**src/rtl/rcc_pkg.sv**
```systemverilog
// Shared constants for the reset cause controller: the layout of the
// cause register and the type that carries it. Assumes a 16-bit register.
package rcc_pkg;
    localparam int STATUS_W = 16;
    localparam int BIT_WAKE = 0;
    localparam int BIT_LVD  = 1;
    localparam int BIT_LOC  = 2;
    localparam int BIT_WDOG = 5;
    localparam int BIT_PIN  = 6;
    localparam int BIT_POR  = 7;
    localparam int BIT_ILOP = 9;
    localparam int BIT_ILAD = 10;
    typedef logic [STATUS_W-1:0] status_t;
endpackage

```
**src/rtl/rcc_pin_filter.sv**
```systemverilog
// External pin conditioner. Synchronizes the asynchronous active-low pin
// through SYNC_STAGES flops, then raises pin_req only when the last
// FILTER_LEN synchronized samples are all low. Assumes SYNC_STAGES >= 1 and
// FILTER_LEN >= 2.
module rcc_pin_filter #(
    parameter int SYNC_STAGES = 2,
    parameter int FILTER_LEN  = 2
) (
    input  logic clk,
    input  logic rst_n,
    input  logic pin_n,
    output logic pin_req
);
    localparam int CHAIN = SYNC_STAGES + FILTER_LEN - 1;

    logic [CHAIN-1:0] chain_q;

    // Shift the pin level into the synchronizer and history chain.
    always_ff @(posedge clk) begin
        if (!rst_n) chain_q <= '1;
        else        chain_q <= {chain_q[CHAIN-2:0], pin_n};
    end

    // A request needs the oldest FILTER_LEN samples to be low together.
    always_comb pin_req = ~|chain_q[CHAIN-1 -: FILTER_LEN];
endmodule

```
**src/rtl/rcc_qualify.sv**
```systemverilog
// Request qualifier. Gates each raw strobe with its configuration
// condition and places the result at its cause bit position. Power-on
// also drives the supply-low position. Purely combinational.
module rcc_qualify
    import rcc_pkg::*;
(
    input  logic       por_req,
    input  logic       lvd_trip,
    input  logic       lvd_rst_en,
    input  logic       pin_req,
    input  logic       wdog_timeout,
    input  logic [1:0] wdog_sel,
    input  logic       exec_stop,
    input  logic       stop_en,
    input  logic       wait_en,
    input  logic       exec_halt,
    input  logic       dbg_en,
    input  logic       illegal_addr,
    input  logic       clk_lost,
    input  logic       clk_mon_en,
    input  logic       wakeup_req,
    output status_t    req_vec
);
    // Build the qualified request vector in cause register layout.
    always_comb begin
        req_vec           = '0;
        req_vec[BIT_WAKE] = wakeup_req;
        req_vec[BIT_LVD]  = (lvd_trip & lvd_rst_en) | por_req;
        req_vec[BIT_LOC]  = clk_lost & clk_mon_en;
        req_vec[BIT_WDOG] = wdog_timeout & (wdog_sel != 2'b00);
        req_vec[BIT_PIN]  = pin_req;
        req_vec[BIT_POR]  = por_req;
        req_vec[BIT_ILOP] = (exec_stop & ~stop_en & ~wait_en) | (exec_halt & ~dbg_en);
        req_vec[BIT_ILAD] = illegal_addr;
    end
endmodule

```
**src/rtl/rcc_stretch.sv**
```systemverilog
// Reset hold counter. Loads HOLD while any request is present and counts
// down to zero afterwards. busy is high while the count is nonzero.
module rcc_stretch #(
    parameter int HOLD = 16
) (
    input  logic clk,
    input  logic rst_n,
    input  logic req_any,
    output logic busy
);
    localparam int CNT_W = $clog2(HOLD + 1);

    logic [CNT_W-1:0] cnt_q;

    // Reload on a request, otherwise count down toward zero.
    always_ff @(posedge clk) begin
        if (!rst_n)              cnt_q <= '0;
        else if (req_any)        cnt_q <= CNT_W'(HOLD);
        else if (cnt_q != '0)    cnt_q <= cnt_q - 1'b1;
    end

    // The hold is active while the count remains.
    always_comb busy = (cnt_q != '0);

    assert_hold_load_R8: assert property (@(posedge clk) disable iff (!rst_n)
        req_any |=> (cnt_q == CNT_W'(HOLD)));

    assert_hold_count_R8: assert property (@(posedge clk) disable iff (!rst_n)
        (!req_any && busy) |=> (cnt_q == $past(cnt_q) - 1'b1));
endmodule

```
**src/rtl/rst_cause_ctrl.sv**
```systemverilog
// Reset cause controller top. Merges the qualified requests into
// sys_reset, holds reset with the stretch counter, and captures the
// cause bits per reset event. Power-on reaches sys_reset without a clock.
// Assumes rst_n initialises the controller itself once at start-up.
module rst_cause_ctrl
    import rcc_pkg::*;
#(
    parameter int HOLD        = 16,
    parameter int SYNC_STAGES = 2,
    parameter int FILTER_LEN  = 2
) (
    input  logic                clk,
    input  logic                rst_n,
    input  logic                por_req,
    input  logic                lvd_trip,
    input  logic                lvd_rst_en,
    input  logic                pin_rst_n,
    input  logic                wdog_timeout,
    input  logic [1:0]          wdog_sel,
    input  logic                exec_stop,
    input  logic                stop_en,
    input  logic                wait_en,
    input  logic                exec_halt,
    input  logic                dbg_en,
    input  logic                illegal_addr,
    input  logic                clk_lost,
    input  logic                clk_mon_en,
    input  logic                wakeup_req,
    output logic                sys_reset,
    output logic [STATUS_W-1:0] cause
);
    logic    pin_req;
    logic    req_any;
    logic    busy;
    status_t req_vec;
    status_t cause_q;

    rcc_pin_filter #(.SYNC_STAGES(SYNC_STAGES), .FILTER_LEN(FILTER_LEN)) u_pin (
        .clk(clk), .rst_n(rst_n), .pin_n(pin_rst_n), .pin_req(pin_req)
    );

    rcc_qualify u_qual (
        .por_req(por_req), .lvd_trip(lvd_trip), .lvd_rst_en(lvd_rst_en),
        .pin_req(pin_req), .wdog_timeout(wdog_timeout), .wdog_sel(wdog_sel),
        .exec_stop(exec_stop), .stop_en(stop_en), .wait_en(wait_en),
        .exec_halt(exec_halt), .dbg_en(dbg_en), .illegal_addr(illegal_addr),
        .clk_lost(clk_lost), .clk_mon_en(clk_mon_en), .wakeup_req(wakeup_req),
        .req_vec(req_vec)
    );

    rcc_stretch #(.HOLD(HOLD)) u_hold (
        .clk(clk), .rst_n(rst_n), .req_any(req_any), .busy(busy)
    );

    // Any qualified request, power-on included, drives reset at once.
    always_comb req_any   = |req_vec;
    always_comb sys_reset = req_any | busy;

    // A new event replaces the causes; later sources in the same event add on.
    always_ff @(posedge clk) begin
        if (!rst_n)       cause_q <= '0;
        else if (req_any) cause_q <= busy ? (cause_q | req_vec) : req_vec;
    end

    always_comb cause = cause_q;

    assert_por_bits_R2: assert property (@(posedge clk) disable iff (!rst_n)
        por_req |=> (cause[BIT_POR] && cause[BIT_LVD]));

    assert_por_reset_R2: assert property (@(posedge clk) disable iff (!rst_n)
        por_req |-> sys_reset);

    assert_wdog_block_R4: assert property (@(posedge clk) disable iff (!rst_n)
        (wdog_sel == 2'b00) |-> !req_vec[BIT_WDOG]);

    assert_ilop_block_R5: assert property (@(posedge clk) disable iff (!rst_n)
        (!exec_halt && (stop_en || wait_en)) |-> !req_vec[BIT_ILOP]);

    assert_cause_stable_R10: assert property (@(posedge clk) disable iff (!rst_n)
        !sys_reset |=> $stable(cause));
endmodule

```
**config.mk**
```make
export PLATFORM = sky130hd
export DESIGN_NAME = rst_cause_ctrl
export DESIGN_NICKNAME = d
export VERILOG_FILES = /design/src/rtl/rcc_pkg.sv /design/src/rtl/rcc_pin_filter.sv /design/src/rtl/rcc_qualify.sv /design/src/rtl/rcc_stretch.sv /design/src/rtl/rst_cause_ctrl.sv
export SDC_FILE = /design/constraint.sdc
export NUM_CORES = 1
export LEC_CHECK = 0
export ABC_AREA = 0
export BUFFER_PORTS_ARGS = -buffer_cell sky130_fd_sc_hd__buf_4
export CAP_MARGIN = 20
export CORE_MARGIN = 1.5
export CORE_UTILIZATION = 44
export CTS_CLUSTER_SIZE = 8
export DETAILED_ROUTE_END_ITERATION = 16
export GPL_TIMING_DRIVEN = 0
export PLACE_DENSITY = 0.86
export SLEW_MARGIN = 20
export SYNTH_ARGS = -nofsm -noshare
export SYNTH_HDL_FRONTEND = slang
export SYNTH_SLANG_ARGS = --single-unit
```
**constraint.sdc**
```tcl
create_clock -name clk -period 2 [get_ports clk]
set_clock_uncertainty 0.1 [all_clocks]
set_input_delay 0.1 -clock clk [delete_from_list [all_inputs] [get_ports clk]]
set_output_delay 0.1 -clock clk [all_outputs]
set_load 0.005 [all_outputs]
```
Word level (Yosys, flattened, before mapping)
Index checks and enable logic that the tools add are counted.
{"block": "totals", "word_cells": 29, "regBits": 24}
{"block": "classes", "reduce_logical": 7, "mux": 3, "bitwise_logic": 14, "n_addsub": 1}
{"cell": "2-to-1 mux 16 bit", "count": 1}
{"cell": "OR 16 x 11 -> 16 bit", "count": 1}
{"cell": "2-to-1 mux 5 bit", "count": 2}
{"cell": "OR reduction 9 bit", "count": 1}
{"cell": "OR reduction 8 bit", "count": 1}
{"cell": "bitwise AND 1 bit", "count": 6}
{"cell": "nonzero test 5 bit", "count": 1}
{"cell": "subtractor 5 x 1 -> 5 bit (second input constant)", "count": 1}
{"cell": "inverter 1 bit", "count": 4}
{"cell": "nonzero test 2 bit", "count": 2}
{"cell": "OR 1 bit", "count": 3}
{"cell": "OR reduction 2 bit", "count": 1}
{"cell": "zero test 1 bit", "count": 1}

Logic depth before layout (Yosys ltp)
Gate-level depths: netlist of the first run.
{"block": "logic_depth", "ltp_word": 6, "depth_mapped": 7}

By module
A second synthesis of the first run with hierarchy kept.
{"block": "hier_totals", "hier_cells": 124, "area_unflattened_um2": 1129.8}
{"mod": "rst_cause_ctrl", "n_inst": 1, "cells_each": 74, "area_each_um2": 673.1}
{"mod": "rcc_stretch", "n_inst": 1, "cells_each": 24, "area_each_um2": 235.2}
{"mod": "rcc_qualify", "n_inst": 1, "cells_each": 19, "area_each_um2": 138.9}
{"mod": "rcc_pin_filter", "n_inst": 1, "cells_each": 7, "area_each_um2": 82.6}

Least setup slack after synthesis of the first run
Ideal clock, no wire load.
{"block": "synth_timing", "path_type": "reg-to-reg", "startpoint": "register u_hold.cnt_q[0]", "endpoint": "register u_hold.cnt_q[0]", "t_required_ns": 1.804, "path_slack_ns": 0.328, "path_stages_with_launch": 7, "synth_period_minus_slack_ns": 1.672, "arrival_ns": 1.476, "cell_sequence": "dfxtp_1 -> inv_1 -> ha_1 -> or4b_4 -> buf_6 -> xnor2_1 -> nor4b_1"}
{"block": "synth_via", "elab_chain_cells": 1}
{"item": "from (decl)", "line": "rcc_stretch.sv:13", "text": "logic [CNT_W-1:0] cnt_q;"}
{"item": "from (signal assigned)", "line": "rcc_stretch.sv:18", "text": "else if (req_any) cnt_q <= CNT_W'(HOLD);"}
{"item": "from (signal assigned)", "line": "rcc_stretch.sv:19", "text": "else if (cnt_q != '0) cnt_q <= cnt_q - 1'b1;"}
{"item": "subtractor 5 x 1 -> 5 bit / nonzero test 5 bit (equally long branches)", "line": "rcc_stretch.sv:19"}
Parallel ways exist; a longest one is shown, timed or not.
A chain may end at the register's enable or synchronous reset.

Final worst setup path of the first run
{"block": "layout_timing", "startpoint": "register u_hold.cnt_q[0]", "endpoint": "output sys_reset"}
{"block": "layout_via", "elab_chain_cells": 2}
{"item": "nonzero test 5 bit", "line": "rcc_stretch.sv:23", "text": "always_comb busy = (cnt_q != '0);"}
{"item": "OR 1 bit", "line": "rst_cause_ctrl.sv:57", "text": "always_comb sys_reset = req_any | busy;"}
{"item": "to (decl)", "line": "rst_cause_ctrl.sv:29", "text": "output logic sys_reset,"}
No other way between the ends.

==> key figures, run 1 <==
STA
  • Count of pins over their slew limit: 0
  • Hold slack: 0.01485 ns
  • RSZ-0062 raised after global routing: no
  • Fmax: 516.3 MHz
  • Setup_tns: 0 ns
  • Crit share post-route: 96.83%
  • Clock period minus worst slack: 1.937 ns
  • Hold Fails Final Rpt: 0
  • Setup violators final: 0
  • Final setup margin: 0.06333 ns

Critical path
  • Reg2Reg Setup Slack: 0.17 ns
  • Worst path required time: 1.80 ns
  • Crit Path Class: flip-flop to output port
  • Largest stage delay on the critical path: 0.45 ns
  • WP data arrival: 1.74 ns
  • CP Launch Type: flip-flop
  • Maximum fanout along the worst path: 3
  • CP Cell Sequence: inv_1, ha_4, or4b_4, or2_2, buf_4
  • Crit path max-delay cell type: or4b_4
  • RR Startpoint: u_hold.cnt_q[0]$_SDFFE_PP0N_
  • Setup crit start: u_hold.cnt_q[0]$_SDFFE_PP0N_
  • Crit. End Element: output port
  • CP top delay family: simple AND/OR/NAND/NOR gates
  • Bufs and invs on worst path: 2

Clock network
  • Cts bufs inserted: 3
  • CTS Sinks: 16
  • Htree depth: 1
  • Clock root cell: clkbuf_4
  • Worst-path clk slew: 0.09 ns
  • CTS tree: done
  • Worst skew pair latency: 0.28 ns
  • Clock buffer depth: 2

Global routing
  • First-pass GRT wire length: 2525 µm
  • Initial antenna violation count: 0
  • Largest net degree at the start of global routing: 11
  • Vias in the first global route: 626
  • GRT Overall Usage: 17.64%
  • Aggregate global routing overflow: 0

Synthesis
  • Synth cell types: 30
  • Register area share after synthesis: 42.95%
  • Ys flop type: dfxtp_1
  • Yosys reg bits: 16
  • Syn. warnings: 0
  • XOR/XNOR Fraction of Synth Area: 3.523%
  • Synthesized area: 745.7 µm²
  • Main combinational cell family by area after synthesis: simple AND/OR/NAND/NOR gates
  • Top cell type by total area after synthesis: dfxtp_1
  • Post-Synthesis Cells: 82
  • Synth area leaders: dfxtp_1, buf_4, nand2_1
  • Synth Area in Adders: 1.678%
  • Top-area cell type share of the netlist area: 42.95%
  • Synth Area in Compound Gates: 14.77%
  • Number of synthesized flops with an enable pin: 0
  • Synthesized area per cell: 9.094 µm²
  • FFs w/ async S/R, synth: 0%
  • Synth cell count leaders: dfxtp_1, nand2_1, buf_4
  • Most common cell in the synthesized netlist: dfxtp_1
  • Post-synthesis simple-gate area fraction: 25.00%
  • Mux contribution to synthesized area: 0%

Drt
  • # DRC: 0
  • Post-route ant nets: 0
  • Total vias in the final route: 677
  • Pre-antenna DRT Iters: 4
  • WL/cell: 11.83 µm
  • Metal3 WL: 90 µm
  • Uppermost routed layer: met4
  • Drt via density: 4.801
  • DRT met1 WL: 632 µm
  • Met2 wire length: 932 µm
  • Drt total wl: 1668 µm
  • Starting DRT DRC Count: 4

Final layout
  • Util after Layout: 70.78%
  • Share of cells above drive strength 1: 39.20%
  • FILL cells: 124
  • Area occupied by multi-input gates: 377.9 µm²
  • Antenna Cells: 0
  • Layout Nets: 146
  • FF+latch area: 322.8 µm²
  • Synthesis-to-finish area growth: 46.31%

Placement
  • Dpl ws: 0.2056 ns
  • Placer Congestion: 0.7221
  • DPL Wire Length: 1202 µm
  • # port buffers: 26

Power
  • PD cells: 573.8 nW/µm²
  • Leak Pwr: 0.4752 nW
  • Maximum vdd drop: 0.3830 mV

Run status
  • Run status: completed

Floorplanning
  • Die H: 44.17 µm
  • Die area: 1951 µm²
  • Starting Density: 48.38%
  • Core region area: 1541 µm²
  • I/O Pins: 35
  • Die width: 44.17 µm
  • Row Count: 14

Flow run
  • Max cap viols: 0

Hold path
  • HP Class: input pin to flip-flop
  • Hold Startpoint: por_req
==> state kept, by name, summed over array words and instances (netlist names) <==
| signal | cells |
|---|---|
| cause | 8 |
| u_pin.chain_q | 3 |
| u_hold.cnt_q | 5 |
==> layer usage <==
metal	vias to the layer above	GRT usage [%]
met5	-	0
met4	0	6.061
met3	2	4.490
met2	23	34.71
met1	308	17.51
li1	344	-
==> final cells by class <==
cell class | count | share of cell area, %
multi-input combinational | 60 | 34.63
sequential | 16 | 29.59
timing repair buffer | 34 | 25.00
buffer | 10 | 6.193
clock buffer | 3 | 2.064
tap | 16 | 1.835
inverter | 2 | 0.6881
==> final timing paths <==
kind / to / cells past startpoint
hold / removal: u_hold.cnt_q[3]$_SDFFE_PP0N_ / 3
hold reg to reg: u_pin.chain_q[1]$_SDFF_PN1_ / 1
setup / recovery: sys_reset / 5
setup reg to reg: cause[5]$_SDFFE_PN0P_ / 6
==> power breakdown <==
group	switching, mW	leakage [nW]	internal, mW
Clock	0.0937	0.0138	0.0698
Combinational	0.0488	0.328	0.0728
Sequential	0.00755	0.133	0.333
==> cells in the final DEF (no fill, tap or decap), drive strengths merged, types with 2 or more instances in the layout <==
master        n
a21boi        2
a21oi         2
buf          35
clkbuf        5
conb          8
dfxtp        16
dlygate4sd3   7
inv           2
nand2        14
nand2b        3
nor2          3
nor3          3
nor4b         2
o21a          2
o21ai         8
xnor2         3
==> worst register-to-register path, stage by stage (launching register included) <==
cell	delay, ns
dfxtp_2	0.34
inv_1	0.09
ha_4	0.15
or4b_4	0.45
buf_4	0.18
a21oi_2	0.25
o21ai_0	0.16
==> through the flow <==
stage	total power, mW	instances	cell area (µm²)
after global placement	0.4549	131	987.2
final	0.6261	141	1091
after floorplan	0.4044	89	772.0
after CTS	0.6284	141	1081
after global routing	0.6510	141	1091
after detailed placement	0.4580	131	987.2
==> repair_timing <==
action | 4_1_cts | 5_1_grt
hold endpoints to repair | 8 | 0
buffers inserted | 1 | 0
gates resized for setup | 3 | 1
endpoints found under the setup margin | 1 | 1
hold buffers | 7 | 0
==> logic make-up (layout without fill, tap and decap cells) <==
family | Yosys count | after routing
AO/OA/AOI/OAI | 17 | 17
XOR/XNOR | 3 | 3
adder cells (fa/ha/maj) | 1 | 1
buffers and inverters | 13 | 49
flip-flops | 16 | 16
other | 1 | 8
AND/OR/NAND/NOR | 31 | 31
Note: power is estimated with default switching activity, not from simulation.
==> run 2, diff against run 1 <==
- clock period: 2 -> 1.8 ns (I/O delays scaled with it)
==> run 2 against run 1 <==
  * Setup slack got worse by 0.054 ns
  * Count of clock-buffer cells in the layout unchanged
  * Sequential cell count did not move
  * Final cell count grew 2.8%
  * Largest power group unchanged
  * Wire length rose by 7.1%
  * Clock power is 11% higher
  * Die area is the same
  * Register-to-register slack worse by 0.10 ns
  * Via count rose by 4.1%
==> key figures, run 2 (same netlist as run 1, synthesis figures left out) <==
Global routing
  • Largest net degree at the start of global routing: 11 (unchanged)
  • First-pass GRT wire length: 2718 µm (+7.6%)
  • Initial antenna violation count: 0 (unchanged)
  • Aggregate global routing overflow: 0 (unchanged)
  • GRT Overall Usage: 19.24% (+1.6 points)
  • Vias in the first global route: 674 (+7.7%)

Drt
  • Total vias in the final route: 705 (+4.1%)
  • Post-route ant nets: 0 (unchanged)
  • Starting DRT DRC Count: 6 (+2)
  • Drt via density: 4.862 (+1.3%)
  • # DRC: 0 (unchanged)
  • WL/cell: 12.32 µm (+4.1%)
  • Drt total wl: 1786 µm (+7.1%)
  • Pre-antenna DRT Iters: 4 (unchanged)

Clock network
  • Clock buffer depth: 2 (unchanged)
  • Htree depth: 1 (unchanged)
  • Worst-path clk slew: 0.09 ns (about the same)
  • Worst skew pair latency: 0.28 ns (about the same)
  • Clock root cell: clkbuf_4
  • CTS tree: done
  • Cts bufs inserted: 3 (unchanged)
  • CTS Sinks: 16 (unchanged)

Critical path
  • Reg2Reg Setup Slack: 0.07 ns (-0.10 ns)
  • CP endpoint: sys_reset
  • CP Launch Type: flip-flop
  • WP data arrival: 1.60 ns (-0.14 ns)
  • Worst r2r dst: u_hold.cnt_q[0]$_SDFFE_PP0N_
  • RR Startpoint: u_hold.cnt_q[1]$_SDFFE_PP0N_
  • Crit Path Class: flip-flop to output port
  • Setup crit start: u_hold.cnt_q[1]$_SDFFE_PP0N_
  • R2R depth: 6 (unchanged)
  • Crit. End Element: output port
  • Worst path required time: 1.61 ns (-0.19 ns)
  • Maximum fanout along the worst path: 2 (-1)

STA
  • Hold Fails Final Rpt: 0 (unchanged)
  • Final setup margin: 0.009767 ns (-0.05356 ns)
  • Crit share post-route: 99.46%
  • RSZ-0062 raised after global routing: yes
  • Hold slack: 0.003283 ns (-0.01156 ns)
  • Setup violators final: 0 (unchanged)
  • Fmax: 558.6 MHz
  • Count of pins over their slew limit: 0 (unchanged)
  • Setup_tns: 0 ns (unchanged)
  • Clock period minus worst slack: 1.790 ns

Floorplanning
  • Starting Density: 48.38% (unchanged)
  • Die width: 44.17 µm (unchanged)
  • Die area: 1951 µm² (unchanged)
  • I/O Pins: 35 (unchanged)
  • Die H: 44.17 µm (unchanged)
  • Row Count: 14 (unchanged)
  • Core region area: 1541 µm² (unchanged)

Run status
  • Run status: completed

Final layout
  • Max FFs per register: 8 (unchanged)
  • Synthesis-to-finish area growth: 53.52%
  • Commonest non-fill, non-tap cells in the layout: buf_4, dfxtp_1, nand2_1
  • FF+latch area: 322.8 µm² (unchanged)
  • Layout Nets: 150 (+2.7%)
  • Area occupied by multi-input gates: 394.1 µm² (+4.3%)
  • Most common cell after layout, fill and taps aside: buf_4
  • FILL cells: 127 (+2.4%)
  • Antenna Cells: 0 (unchanged)
  • Share of cells above drive strength 1: 44.19% (+5.0 points)

Hold path
  • HP Class: input pin to flip-flop
  • Worst hold path cell count: 3 (unchanged)

Placement
  • Dpl ws: 0.005572 ns (-0.2000 ns)
  • DPL Wire Length: 1202 µm (unchanged)
  • Placer Congestion: 0.7221 (unchanged)
  • # port buffers: 26 (unchanged)

Flow run
  • Max cap viols: 0 (unchanged)

Power
  • Total power: 699.9 µW (+12%)
  • PD cells: 611.3 nW/µm² (+6.5%)
  • Maximum vdd drop: 0.4372 mV (+14%)
  • Leak Pwr: 0.5037 nW (+6.0%)
[run 2: power by group]
part	leakage [nW]	internal [mW]	switching [mW]
Sequential	0.133	0.371	0.00841
Combinational	0.357	0.0833	0.0566
Clock	0.0138	0.0776	0.103
[run 2: cell type report]
type | instances | share of cell area, %
Multi-Input combinational cell | 60 | 34.43
Timing Repair Buffer | 39 | 27.43
Buffer | 9 | 5.574
Tap cell | 16 | 1.749
Clock buffer | 3 | 1.967
Sequential cell | 16 | 28.20
Inverter | 2 | 0.6557
[run 2: worst min-delay path by stage]
stage,start,to
2_1_floorplan,por_req,u_hold.cnt_q[1]$_SDFFE_PP0N_
3_3_place_gp,pin_rst_n,u_pin.chain_q[0]$_SDFF_PN1_
3_5_place_dp,pin_rst_n,u_pin.chain_q[0]$_SDFF_PN1_
4_1_cts,por_req,u_hold.cnt_q[3]$_SDFFE_PP0N_
5_1_grt,por_req,u_hold.cnt_q[2]$_SDFFE_PP0N_
6_report,por_req,u_hold.cnt_q[2]$_SDFFE_PP0N_
[run 2: worst max-delay path, cell delays in order (launching register included)]
cell and delay, ns:
dfxtp_2 0.33, inv_2 0.06, ha_4 0.13, or4b_4 0.45, or2_4 0.24, buf_6 0.11
[run 2: through the flow]
step | instances | util [%] | area (µm²)
after floorplan | 89 | - | 772.0
after global placement | 131 | 64.04 | 987.2
after detailed placement | 131 | 64.04 | 987.2
after CTS | 144 | 72.40 | 1116
after global routing | 145 | 74.27 | 1145
final | 145 | 74.27 | 1145
[run 2: what timing repair did]
action,4_1_cts,5_1_grt
endpoints found under the setup margin,2,8
buffers inserted,4,2
hold buffers,7,0
endpoints found under the hold margin,8,0
cloned,0,0
pin swaps,2,1
resized for setup,7,3
[run 2: layer usage]
| metal | routed length (µm) | GRT usage (%) | up-vias |
|---|---|---|---|
| li1 | - | - | 355 |
| met1 | 624 | 17.97 | 317 |
| met2 | 1029 | 37.94 | 28 |
| met3 | 97 | 4.898 | 5 |
| met4 | 36 | 9.091 | 0 |
| met5 | 0 | 0 | - |
